<file path="src/rtl/dtr_pkg.sv">
package dtr_pkg;
  localparam int NUM_TRIG = 3;
  localparam int CODE_W   = 2;

  typedef enum logic [CODE_W-1:0] {
    STEER_OFF   = 2'b00,
    STEER_TRIG1 = 2'b01,
    STEER_TRIG2 = 2'b10,
    STEER_TRIG3 = 2'b11
  } steer_e;

  // One-hot line select for a steering code; zero for the mute code.
  function automatic logic [NUM_TRIG-1:0] steer_onehot(input logic [CODE_W-1:0] code);
    logic [NUM_TRIG-1:0] sel;
    sel = '0;
    case (steer_e'(code))
      STEER_TRIG1: sel[0] = 1'b1;
      STEER_TRIG2: sel[1] = 1'b1;
      STEER_TRIG3: sel[2] = 1'b1;
      default:     sel    = '0;
    endcase
    return sel;
  endfunction

  // Shaper next state: a request fires when the line is idle, else it waits.
  function automatic logic [1:0] shape_next(input logic req, input logic busy);
    return {req & busy, req & ~busy};  // {pending, pulse}
  endfunction
endpackage

</file>
<file path="src/rtl/dtr_steer_bank.sv">
module dtr_steer_bank
  import dtr_pkg::*;
#(
  parameter int NUM_SRC = 6,
  parameter int ADDR_W  = $clog2(NUM_SRC)
) (
  input  logic                        clk,
  input  logic                        rst,
  input  logic                        we_i,
  input  logic [ADDR_W-1:0]           waddr_i,
  input  logic [CODE_W-1:0]           wdata_i,
  input  logic [ADDR_W-1:0]           raddr_i,
  output logic [CODE_W-1:0]           rdata_o,
  output logic [NUM_SRC*CODE_W-1:0]   steer_o
);
  logic [NUM_SRC-1:0]      wsel;
  logic [CODE_W-1:0]       field_q [NUM_SRC];
  logic [CODE_W-1:0]       rd_mux;
  logic [CODE_W-1:0]       rd_q;

  for (genvar s = 0; s < NUM_SRC; s++) begin : g_field
    assign wsel[s] = we_i && (int'(waddr_i) == s);

    always_ff @(posedge clk) begin
      if (rst)          field_q[s] <= STEER_OFF;
      else if (wsel[s]) field_q[s] <= wdata_i;
    end

    assign steer_o[s*CODE_W +: CODE_W] = field_q[s];

    // A selected write lands in the field on the next cycle.
    p_field_write_r8: assert property (@(posedge clk) disable iff (rst)
      wsel[s] |=> (field_q[s] == $past(wdata_i)));

    // Fields not addressed keep their value.
    p_field_hold_r11: assert property (@(posedge clk) disable iff (rst)
      !wsel[s] |=> $stable(field_q[s]));
  end

  always_comb begin
    rd_mux = STEER_OFF;
    for (int s = 0; s < NUM_SRC; s++) begin
      if (int'(raddr_i) == s) rd_mux = field_q[s];
    end
  end

  always_ff @(posedge clk) begin
    if (rst) rd_q <= '0;
    else     rd_q <= rd_mux;
  end

  assign rdata_o = rd_q;

  p_bad_read_r10: assert property (@(posedge clk) disable iff (rst)
    (int'(raddr_i) >= NUM_SRC) |=> (rdata_o == '0));
endmodule

</file>
<file path="src/rtl/dtr_rise_detect.sv">
module dtr_rise_detect #(
  parameter int NUM_SRC = 6
) (
  input  logic               clk,
  input  logic               rst,
  input  logic [NUM_SRC-1:0] upd_i,
  output logic [NUM_SRC-1:0] rise_o
);
  logic [NUM_SRC-1:0] prev_q;

  always_ff @(posedge clk) begin
    if (rst) prev_q <= '0;
    else     prev_q <= upd_i;
  end

  assign rise_o = upd_i & ~prev_q;

  for (genvar s = 0; s < NUM_SRC; s++) begin : g_chk
    // A held strobe yields its event in one cycle only.
    p_rise_once_r5: assert property (@(posedge clk) disable iff (rst)
      rise_o[s] |=> !rise_o[s]);
  end
endmodule

</file>
<file path="src/rtl/dtr_route_merge.sv">
module dtr_route_merge
  import dtr_pkg::*;
#(
  parameter int NUM_SRC = 6
) (
  input  logic [NUM_SRC-1:0]        rise_i,
  input  logic [NUM_SRC*CODE_W-1:0] steer_i,
  output logic [NUM_TRIG-1:0]       hit_o
);
  logic [NUM_TRIG-1:0] contrib [NUM_SRC];

  for (genvar s = 0; s < NUM_SRC; s++) begin : g_src
    assign contrib[s] = steer_onehot(steer_i[s*CODE_W +: CODE_W]) & {NUM_TRIG{rise_i[s]}};
  end

  always_comb begin
    hit_o = '0;
    for (int s = 0; s < NUM_SRC; s++) hit_o = hit_o | contrib[s];
  end

  // Without any rising strobe no line may be requested.
  always_comb begin
    if (rise_i == '0) p_quiet_r2: assert (hit_o == '0);
  end
endmodule

</file>
<file path="src/rtl/dtr_pulse_shaper.sv">
module dtr_pulse_shaper
  import dtr_pkg::*;
#(
  parameter int LINES = NUM_TRIG
) (
  input  logic             clk,
  input  logic             rst,
  input  logic [LINES-1:0] hit_i,
  output logic [LINES-1:0] trig_o,
  output logic [LINES-1:0] pend_o
);
  logic [LINES-1:0] trig_q, pend_q;

  for (genvar k = 0; k < LINES; k++) begin : g_line
    logic [1:0] nxt;
    assign nxt = shape_next(hit_i[k] | pend_q[k], trig_q[k]);

    always_ff @(posedge clk) begin
      if (rst) begin
        trig_q[k] <= 1'b0;
        pend_q[k] <= 1'b0;
      end else begin
        trig_q[k] <= nxt[0];
        pend_q[k] <= nxt[1];
      end
    end

    p_one_cycle_r6: assert property (@(posedge clk) disable iff (rst)
      trig_q[k] |=> !trig_q[k]);

    p_deferred_r6: assert property (@(posedge clk) disable iff (rst)
      pend_q[k] |=> trig_q[k]);

    p_has_cause_r7: assert property (@(posedge clk) disable iff (rst)
      $rose(trig_q[k]) |-> $past(hit_i[k] | pend_q[k]));
  end

  assign trig_o = trig_q;
  assign pend_o = pend_q;
endmodule

</file>
<file path="src/rtl/dac_trig_router.sv">
module dac_trig_router
  import dtr_pkg::*;
#(
  parameter int NUM_UNITS = 5,
  localparam int NUM_SRC  = NUM_UNITS + 1,
  localparam int ADDR_W   = $clog2(NUM_SRC)
) (
  input  logic                 clk,
  input  logic                 rst,
  input  logic                 upd_master_i,
  input  logic [NUM_UNITS-1:0] upd_unit_i,
  input  logic                 cfg_we_i,
  input  logic [ADDR_W-1:0]    cfg_waddr_i,
  input  logic [1:0]           cfg_wdata_i,
  input  logic [ADDR_W-1:0]    cfg_raddr_i,
  output logic [1:0]           cfg_rdata_o,
  output logic [2:0]           dac_trig_o
);
  logic [NUM_SRC-1:0]        upd_all;
  logic [NUM_SRC-1:0]        rise;
  logic [NUM_SRC*CODE_W-1:0] steer;
  logic [NUM_TRIG-1:0]       hit;
  logic [NUM_TRIG-1:0]       pend;

  assign upd_all = {upd_unit_i, upd_master_i};

  dtr_steer_bank #(.NUM_SRC(NUM_SRC), .ADDR_W(ADDR_W)) u_bank (
    .clk(clk), .rst(rst),
    .we_i(cfg_we_i), .waddr_i(cfg_waddr_i), .wdata_i(cfg_wdata_i),
    .raddr_i(cfg_raddr_i), .rdata_o(cfg_rdata_o), .steer_o(steer)
  );

  dtr_rise_detect #(.NUM_SRC(NUM_SRC)) u_rise (
    .clk(clk), .rst(rst), .upd_i(upd_all), .rise_o(rise)
  );

  dtr_route_merge #(.NUM_SRC(NUM_SRC)) u_route (
    .rise_i(rise), .steer_i(steer), .hit_o(hit)
  );

  dtr_pulse_shaper #(.LINES(NUM_TRIG)) u_shape (
    .clk(clk), .rst(rst), .hit_i(hit), .trig_o(dac_trig_o), .pend_o(pend)
  );

  p_reset_r1: assert property (@(posedge clk)
    rst |=> (dac_trig_o == '0 && cfg_rdata_o == '0 && pend == '0));
endmodule

</file>
<file path="config.mk">
export PLATFORM = sky130hd
export DESIGN_NAME = dac_trig_router
export DESIGN_NICKNAME = d
export VERILOG_FILES = /design/src/rtl/dtr_pkg.sv /design/src/rtl/dtr_steer_bank.sv /design/src/rtl/dtr_rise_detect.sv /design/src/rtl/dtr_route_merge.sv /design/src/rtl/dtr_pulse_shaper.sv /design/src/rtl/dac_trig_router.sv
export SDC_FILE = /design/constraint.sdc
export NUM_CORES = 1
export LEC_CHECK = 0
export ABC_CLOCK_PERIOD_IN_PS = 3000
export BUFFER_PORTS_ARGS = -buffer_cell sky130_fd_sc_hd__buf_2
export CORE_AREA = 2 2 60 62
export CTS_BUF_LIST = sky130_fd_sc_hd__clkbuf_4 sky130_fd_sc_hd__clkbuf_8
export DETAILED_ROUTE_END_ITERATION = 8
export DIE_AREA = 0 0 62 64
export GPL_TIMING_DRIVEN = 0
export SLEW_MARGIN = 40
export SYNTH_ARGS = -nofsm -noshare
export SYNTH_HDL_FRONTEND = slang
export SYNTH_SLANG_ARGS = --single-unit
export TNS_END_PERCENT = 30
</file>
<file path="constraint.sdc">
create_clock -name clk -period 3 [get_ports clk]
set_input_delay 0.45 -clock clk [delete_from_list [all_inputs] [get_ports clk]]
set_output_delay 0.45 -clock clk [all_outputs]
set_load 0.05 [all_outputs]
</file>
==> metrics.md <==
| Metric | Value |
|---|---|
| Power, Total | 0.000771 W |
| Area growth, synth to finish | 16.1% |
| Clock skew | around 0.011 ns |
| Vias per Instance | approximately 5.2 |
| Final GP Congestion | 0.845 |
| Dpl cell area | between 0.001 and 0.0015 mm^2 |
| Int Power | slightly below 0.0006 W |
| Max Slew Vio Count | 0 |
| Worst skew pair latency | ~0.32 ns |
| Min-delay worst type | input pin to flop |
| Worst setup EP type | output port |
| Initial antenna violation count | 0 |
| Switching share of power | 0.250 |
| First DRT Iteration DRCs | between 40 and 50 |
| Critical path class | flop to output port |
| Total CTS buffers | 3 |
| Fin crit share | 0.476 |
| RSZ-0062 raised after global routing | false |
| Pwr/cell area | about 520 mW/mm^2 |
| Via total after detailed routing | 970 |
| Mapped cell area | 0.00128 mm^2 |
| Die Height | 64 um |
| Number of global-route vias before repair | 938 |
| Largest net degree at the start of global routing | 16 |
| Leakage power | 0.575 nW |
| Final setup margin | about 1.6 ns |
| Most common library cell in the layout ignoring fill and taps | buf_2 |
| Post-Route Hold Slack | ~0.36 ns |
| Post-cts hold buffer count | 0 |
| Antenna fix cells | 0 |
| Syn_nets | about 130 |
| Syn. warnings | 0 |
| CP top delay family | flip-flops |
| Number of synthesized register bits | 26 |
| Post_cts resized | 0 |
| Worst VDD drop | between 0.15 and 0.2 mV |
| GRT Residual Overflow | 0 |
| Min cycle time layout | 1.43 ns |
| H-tree depth | 1 |
| Fin. Hold Viols | 0 |
| WP data arrival | slightly below 1 ns |
| CORE AREA | ~0.0033 mm^2 |
| GRT Total Usage | 0.143 |
| Combinational fraction of design power | 0.151 |
| Global-route wire length before repair | roughly 4200 um |
| Switching power | roughly 0.00019 W |
| Postcts setup bufs | 0 |
| Clock Path Buffers | 2 |
| Commonest non-fill, non-tap cells in the layout | buf_2, dfxtp_1, nor2_1 |
| Post-route cell area | ~0.0015 mm^2 |
| DR WL/cell | 14.0 um |
| Slowest CP cell | dfxtp_1 |
| Ports | 22 |
| Worst slack, placed | approximately 1.5 ns |
| Die area | 0.00397 mm^2 |
| Fill count | 320 |
| Cell variety after synth | 30 |
| Slowest stage delay, CP | between 0.3 and 0.4 ns |
| Setup TNS | 0 ns |
| Die W | slightly above 60 um |
| # rows | 21 |
| Slew @ Worst Pin | about 0.45 ns |
| Post-synthesis sequential area ratio | 0.501 |
| Clock transition time at the flip-flop clock pins of the worst setup and hold paths | around 0.15 ns |
| Reg power frac | 0.537 |
| # DRC | 0 |
| MaxCap Viol Count | 0 |
| Slew margin rel. | 0.700 |
| Avg Inst Size Synth | between 10 and 15 um^2 |
| Final #Nets | 158 |
| Clock root buffer | clkbuf_4 |
| Worst-path fanout max | 3 |
| TritonCTS clock tree | done |
| Crit-path cells | buf_2 |
| Count of input and output buffers | 19 |
| Final setup fails | 0 |
| Routed Antenna Nets | 0 |
| Clock network power share | 0.312 |
| Layout cells sized above 1 | 0.250 |
| Clock sink count | 26 |
| Detailed Routing Iterations Pass 1 | 4 |
| Max frequency | around 700 MHz |
| Run status | finished clean |
| CP Buf/Inv Count | 1 |
| Required @ worst endpoint | 2.55 ns |
| Post-Route WL | 2600 um |
| Synth Instances | between 100 and 150 |
| Initial core utilization | 0.389 |
| DP HPWL | between 2000 and 2500 um |
| Setup crit start kind | flop |
synthesized netlist by cell type:
cell type  instances  area (um^2)
nor2b_1            8         50.1
mux2_2             2         22.5
nand4b_1           1         8.76
and2b_2            1         8.76
clkbuf_1           2         7.51
nand2b_1           7         43.8
buf_2              1         5.00
mux2i_1            2         20.0
a311oi_1           2         17.5
nand2_1            4         15.0
nand3b_1           3         22.5
a211o_1            2         17.5
a211oi_1           2         15.0
nor3_1             4         20.0
and4b_1            4         40.0
a21oi_1            2         10.0
edfxtp_1          12          360
and4bb_2           3         37.5
a21o_1             2         15.0
a211oi_2           2         25.0
nor3b_1            2         15.0
nand3_1            2         10.0
a41oi_1            1         8.76
buf_6              1         11.3
inv_1              4         15.0
a31o_2             2         17.5
nor4bb_1           9         90.1
nor2_1            13         48.8
dfxtp_1           14          280
nor4_1             3         18.8
kinds of logic after synthesis:
group / synth area share
simple gates: 0.336
compound gates: 0.0989
flops: 0.501
buf+inv: 0.0304
mux: 0.0333
per-stage QoR:
| stage | utilization | std cells |
|---|---|---|
| after global placement | 0.435 | 182 |
| after detailed placement | 0.435 | 182 |
| final | 0.451 | 186 |
| after floorplan | - | 117 |
| after global routing | 0.451 | 186 |
| after CTS | 0.451 | 186 |
power by group through the flow:
stage                     Combinational, W  Sequential, W  Clock [W]
final                             0.000117       0.000414   0.000241
after global routing              0.000127       0.000417   0.000263
after floorplan                  0.0000598       0.000439          0
after CTS                         0.000117       0.000413   0.000247
after detailed placement          0.000117       0.000421          0
after global placement            0.000114       0.000420          0
final timing paths:
check,from,end,slack (ns),depth (start not counted)
worst min register to register,u_shape.trig_o[1]$_SDFF_PP0_,u_shape.trig_o[1]$_SDFF_PP0_,0.46,1
worst max-delay path,u_shape.trig_o[0]$_SDFF_PP0_,dac_trig_o[0],1.57,1
worst max register to register,u_bank.field_q[1][0]$_SDFFCE_PN0P_,u_shape.trig_o[0]$_SDFF_PP0_,1.65,3
worst min-delay path,upd_unit_i[0],u_rise.prev_q[1]$_SDFF_PP0_,0.36,2
state kept, by name, indices dropped and copies added, names as in the netlist:
register and cells:
u_shape.trig_o 3, u_bank.field_q 12, u_shape.pend_o 3, u_rise.prev_q 6, u_bank.rdata_o 2
layout make-up:
type | count | area [um^2] | share of cell area
Sequential cell | 26 | 641 | 0.432
Multi-Input combinational cell | 83 | 598 | 0.403
Timing Repair Buffer | 19 | 95.1 | 0.0641
Tap cell | 46 | 57.6 | 0.0388
Clock inverter | 1 | 30.0 | 0.0203
Buffer | 4 | 23.8 | 0.0160
Clock buffer | 3 | 22.5 | 0.0152
Inverter | 4 | 15.0 | 0.0101
per-layer routing:
| metal | up-vias | share of wire | wire, um | global-route usage |
|---|---|---|---|---|
| li1 | 486 | - | - | - |
| met1 | 457 | 0.46 | 1210 | 0.179 |
| met2 | 23 | 0.48 | 1250 | 0.230 |
| met3 | 4 | 0.033 | 86 | 0.0182 |
| met4 | 0 | 0.018 | 47 | 0.0745 |
| met5 | - | 0 | 0 | 0 |
Power figures use the tool's default switching activity.
